## config.mk

```make
export PLATFORM = sky130hd
export DESIGN_NAME = rnd_incr_top
export DESIGN_NICKNAME = d
export VERILOG_FILES = /design/src/rtl/rnd_pkg.sv /design/src/rtl/rnd_decide.sv /design/src/rtl/rnd_datapath.sv /design/src/rtl/rnd_incr_top.sv
export SDC_FILE = /design/constraint.sdc
export NUM_CORES = 1
export LEC_CHECK = 0
export BUFFER_PORTS_ARGS = -buffer_cell sky130_fd_sc_hd__buf_2
export CAP_MARGIN = 25
export CORE_ASPECT_RATIO = 0.7
export CORE_MARGIN = 2
export CORE_UTILIZATION = 30
export CTS_BUF_LIST = sky130_fd_sc_hd__clkbuf_8
export DETAILED_ROUTE_END_ITERATION = 7
export PLACE_DENSITY = 0.66
export SYNTH_ARGS = -nofsm -noshare
export SYNTH_HDL_FRONTEND = slang
export SYNTH_SLANG_ARGS = --single-unit
```

## constraint.sdc

```tcl
create_clock -name clk -period 8.75 [get_ports clk]
set_input_delay 0.875 -clock clk [delete_from_list [all_inputs] [get_ports clk]]
set_output_delay 0.875 -clock clk [all_outputs]
set_load 0.1 [all_outputs]
```

## src/rtl/rnd_pkg.sv

```systemverilog
package rnd_pkg;
  typedef enum logic [1:0] {
    RM_NEAR = 2'b00,
    RM_ZERO = 2'b01,
    RM_PINF = 2'b10,
    RM_NINF = 2'b11
  } rndMode_e;

  // strobes from the decision logic to the datapath
  typedef struct packed {
    logic bump;  // add one unit in the last place
    logic lost;  // nonzero bits were discarded
  } rndStrobe_t;
endpackage

```

## src/rtl/rnd_decide.sv

```systemverilog
module rnd_decide
  import rnd_pkg::*;
(
  input  logic       guardBit,
  input  logic       roundBit,
  input  logic       stickyBit,
  input  logic       lsbBit,
  input  logic       signBit,
  input  logic [1:0] mode,
  output rndStrobe_t strobe
);
  logic anyLost;
  logic nearUp;

  assign anyLost = guardBit | roundBit | stickyBit;
  assign nearUp  = guardBit & (roundBit | stickyBit | lsbBit);

  always_comb begin
    strobe.lost = anyLost;
    strobe.bump = 1'b0;
    unique case (rndMode_e'(mode))
      RM_ZERO: strobe.bump = 1'b0;
      RM_PINF: strobe.bump = anyLost & ~signBit;
      RM_NINF: strobe.bump = anyLost & signBit;
      default: strobe.bump = nearUp;
    endcase
  end
endmodule

```

## src/rtl/rnd_datapath.sv

```systemverilog
module rnd_datapath
  import rnd_pkg::*;
#(
  parameter int SIG_W = 32
) (
  input  logic             clk,
  input  logic             rstN,
  input  logic             inValid,
  input  logic [SIG_W-1:0] sigIn,
  input  rndStrobe_t       strobe,
  output logic             outValid,
  output logic [SIG_W-2:0] sigOut,
  output logic             roundedUp,
  output logic             inexact
);
  localparam int FRAC_W = SIG_W - 2;

  logic [FRAC_W-1:0] frac;
  logic [FRAC_W:0]   carry;
  logic [FRAC_W-1:0] fracSum;

  assign frac     = sigIn[SIG_W-1:2];
  assign carry[0] = strobe.bump;

  // half-adder ripple chain for the unit increment
  for (genvar i = 0; i < FRAC_W; i++) begin : g_inc
    assign fracSum[i]  = frac[i] ^ carry[i];
    assign carry[i+1]  = frac[i] & carry[i];
  end

  always_ff @(posedge clk) begin
    if (!rstN) begin
      outValid  <= 1'b0;
      sigOut    <= '0;
      roundedUp <= 1'b0;
      inexact   <= 1'b0;
    end else begin
      outValid <= inValid;
      if (inValid) begin
        sigOut    <= {carry[FRAC_W], fracSum};
        roundedUp <= strobe.bump;
        inexact   <= strobe.lost;
      end
    end
  end
endmodule

```

## src/rtl/rnd_incr_top.sv

```systemverilog
module rnd_incr_top
  import rnd_pkg::*;
#(
  parameter int SIG_W = 32
) (
  input  logic             clk,
  input  logic             rstN,
  input  logic             inValid,
  input  logic [SIG_W-1:0] sigIn,
  input  logic             stickyIn,
  input  logic             signIn,
  input  logic [1:0]       modeIn,
  output logic             outValid,
  output logic [SIG_W-2:0] sigOut,
  output logic             roundedUp,
  output logic             inexact
);
  rndStrobe_t strobe;

  rnd_decide u_decide (
    .guardBit (sigIn[1]),
    .roundBit (sigIn[0]),
    .stickyBit(stickyIn),
    .lsbBit   (sigIn[2]),
    .signBit  (signIn),
    .mode     (modeIn),
    .strobe   (strobe)
  );

  rnd_datapath #(.SIG_W(SIG_W)) u_dp (
    .clk      (clk),
    .rstN     (rstN),
    .inValid  (inValid),
    .sigIn    (sigIn),
    .strobe   (strobe),
    .outValid (outValid),
    .sigOut   (sigOut),
    .roundedUp(roundedUp),
    .inexact  (inexact)
  );

  AST_SUM_MATCH: assert property (@(posedge clk) disable iff (!rstN)
    inValid |=> sigOut == ({1'b0, $past(sigIn[SIG_W-1:2])} + (SIG_W-1)'(roundedUp)));
  AST_EXACT_QUIET: assert property (@(posedge clk) disable iff (!rstN)
    (inValid && sigIn[1:0] == 2'b00 && !stickyIn) |=> (!inexact && !roundedUp));
  AST_UP_IS_INEXACT: assert property (@(posedge clk) disable iff (!rstN)
    roundedUp |-> inexact);
  AST_RTZ_NO_BUMP: assert property (@(posedge clk) disable iff (!rstN)
    (inValid && modeIn == 2'b01) |=> !roundedUp);
  AST_DIR_SIGN: assert property (@(posedge clk) disable iff (!rstN)
    (inValid && modeIn[1] && (signIn != modeIn[0])) |=> !roundedUp);
  AST_CARRY_NEEDS_UP: assert property (@(posedge clk) disable iff (!rstN)
    sigOut[SIG_W-2] |-> roundedUp);
  AST_HOLD_IDLE: assert property (@(posedge clk) disable iff (!rstN)
    !inValid |=> ($stable(sigOut) && $stable(inexact) && $stable(roundedUp)));
endmodule

```

==> flow_metrics.py <==
metrics = {
    "run_status": {
        "status": "finished, final reports clean",
    },
    "synthesis": {
        "synthFlopType": "dfxtp_1",
        "synthesis.nets": 213,
        "synth_warnings": 0,
        "synth_edf_count": 0,
        "avgSynthCellArea_um2": 11.9,
        "yosysTopAreaCell": "dfxtp_1",
        "ys_seq_area_frac": 0.398,
        "synth_seq_cells": 34,
        "synthTopCellsByArea": "dfxtp_1, ha_1, mux2i_1",
        "yosysMostFrequentCell": "dfxtp_1",
        "synth_common_cells": "dfxtp_1, mux2i_1, nor2b_1",
        "syn_inst": 144,
        "yosys.area.top_type_share": 0.398,
        "syn_area_mm2": 0.00171,
        "synth-async-reset-ratio": 0,
        "netlist-cell-type-count": 17,
    },
    "detailed_routing": {
        "drtIter0Drc": 10,
        "drt_pass1_iterations": 2,
        "via_count": 1232,
        "ant_nets": 0,
        "viasPerCell": 4.26,
        "drcViolationCount": 0,
        "wl_per_cell_um": 11.0,
        "drt-total-wl_um": 3170,
    },
    "global_routing": {
        "gr-usage-met2": 0.175,
        "antenna_found_initial": 0,
        "grt_max_degree": 37,
        "grt_pass1_wl_um": 5280,
        "grtUsageMet1": 0.137,
        "grt-busiest-layer": "met2",
        "grt-ovfl-total": 0,
        "grt_util_all_layers": 0.108,
        "met3_usage": 0.0335,
        "grt_pass1_vias": 1205,
    },
    "pwr": {
        "peakVddDrop_mv": 0.0641,
        "power_leakage_nw": 1.19,
        "pwr_density_cell_mw_per_mm2": 178,
    },
    "timing": {
        "finalSetupTns_ps": 0,
        "max_freq_mhz": 141,
        "skew_ps": 0,
        "timing.final.crit_share": 0.809,
        "worst_pin_slew_ps": 501,
        "slew_viol_final": 0,
        "hold_violations": 0,
        "rsz0062_at_grt": "no",
        "setup_ws_ps": 1670,
        "relSlewSlack": 0.668,
        "finalSetupViolCount": 0,
        "period_needed_ps": 7080,
    },
    "cells_and_area": {
        "seqCellArea_um2": 681,
        "multi_input_area_um2": 948,
        "fill_cells": 539,
        "area_delta_synth_final_pct": 27.1,
        "layout-drive-gt1-share": 0.359,
        "nets": 286,
        "n_antenna_cell": 0,
    },
    "die": {
        "die_w_um": 94.3,
        "start_util": 0.319,
        "fp.coreArea_mm2": 0.00537,
        "die-area_mm2": 0.00634,
        "io-pin-count": 73,
        "rows": 22,
        "die_h_um": 67.2,
    },
    "critical_path": {
        "crit_top_cell": "ha_1",
        "crit_path_top_delay_cell": "o311ai_0",
        "slowest_delay_ps": 420,
        "crit_path_max_fanout": 2,
        "worstPathArrival_ps": 7240,
        "cp-end-kind": "flop",
        "required_ps": 8920,
        "reg2reg_slack_ps": 8130,
        "start_kind": "input pin",
        "crit_type": "input pin to flop",
    },
    "cts": {
        "cts_hold_buf": 0,
        "clk_latency_ps": 270,
        "cts_buffer_depth": 2,
        "cts.htree.levels": 2,
        "postCtsSetupRepairBufs": 0,
        "cts_root_buf": "clkbuf_8",
        "cts_sinks": 34,
        "cts_tree": "built",
        "clkTransAtPathRegs_ps": 60,
        "cts_buffers": 5,
        "post_cts_resized": 0,
    },
    "hold_path": {
        "hp-class": "flop to flop",
    },
    "place": {
        "gp_congestion": 0.672,
        "io_buffers": 72,
        "post-dp-hpwl_um": 2380,
        "place_ws_ps": 1320,
    },
    "flow_run": {
        "cap_viol_max_count": 0,
    },
}
## final timing paths
check | cells after the start | to | startpoint
min reg2reg | 1 | u_dp.inexact$_SDFFE_PN0P_ | u_dp.inexact$_SDFFE_PN0P_
max reg2reg | 2 | u_dp.roundedUp$_SDFFE_PN0P_ | u_dp.roundedUp$_SDFFE_PN0P_
max | 35 | u_dp.sigOut[29]$_SDFFE_PN0P_ | stickyIn
min | 1 | u_dp.inexact$_SDFFE_PN0P_ | u_dp.inexact$_SDFFE_PN0P_
## flip-flops by register name, indices dropped and copies added, names as in the netlist
name / count
u_dp.outValid: 1
u_dp.roundedUp: 1
u_dp.inexact: 1
u_dp.sigOut: 31
## through the flow
| step | hold WS, ps | util | area [µm²] | power, W | std cells |
|---|---|---|---|---|---|
| floorplan | 981 | - | 1710 | 0.000268 | 144 |
| global placement | 461 | 0.387 | 2080 | 0.000287 | 281 |
| detailed placement | 467 | 0.387 | 2080 | 0.000288 | 281 |
| CTS | 483 | 0.402 | 2160 | 0.000395 | 288 |
| global route | 508 | 0.405 | 2180 | 0.000409 | 289 |
| finish | 478 | 0.405 | 2180 | 0.000388 | 289 |
## worst max-delay path: cells and delay by family
family,cells,cell delay (ps)
AO/OA/AOI/OAI,1,420
buffers and inverters,1,100
multiplexers,1,130
AND/OR/NAND/NOR,2,160
adder cells (fa/ha/maj),30,5540
## final cells by class
| class | count | share of cell area |
|---|---|---|
| multi-input cells | 103 | 0.436 |
| flip-flops and latches | 34 | 0.313 |
| well taps | 72 | 0.0414 |
| clock inverters | 2 | 0.00345 |
| clock buffers | 5 | 0.0316 |
| repair buffers | 73 | 0.175 |
## cell families (layout without fill, tap and decap cells)
| group | count (synthesis) | in the layout | share of synthesized area |
|---|---|---|---|
| XOR/XNOR | 1 | 1 | 0.00512 |
| AND/OR/NAND/NOR | 37 | 37 | 0.131 |
| AO/OA/AOI/OAI | 4 | 4 | 0.0175 |
| buffers and inverters | 7 | 80 | 0.0482 |
| multiplexers | 31 | 31 | 0.181 |
| adder cells (fa/ha/maj) | 30 | 30 | 0.219 |
| flip-flops | 34 | 34 | 0.398 |
## placed cells by master, fill, tap and decap left out, drive strengths merged
master  instances
nand3b          1
o21ai           1
inv             2
mux2i          31
a31oi           1
o311ai          1
clkbuf          5
nand2           2
nor2b          31
o211a           1
buf            73
ha             30
nor3            1
nor2            1
and2            1
xnor2           1
dfxtp          34
## power by group
| group | internal [W] | switching, W | total (W) |
|---|---|---|---|
| Combinational | 0.0000271 | 0.0000887 | 0.000116 |
| Clock | 0.0000524 | 0.0000512 | 0.000104 |
| Sequential | 0.000164 | 0.00000423 | 0.000169 |
| Total | 0.000244 | 0.000144 | 0.000388 |
## layer usage
| layer | wire (µm) | vias up |
|---|---|---|
| met4 | 16 | 0 |
| li1 | - | 648 |
| met3 | 216 | 2 |
| met1 | 1590 | 545 |
| met2 | 1340 | 37 |
| met5 | 0 | - |
Note: power is estimated with default switching activity, not from simulation.
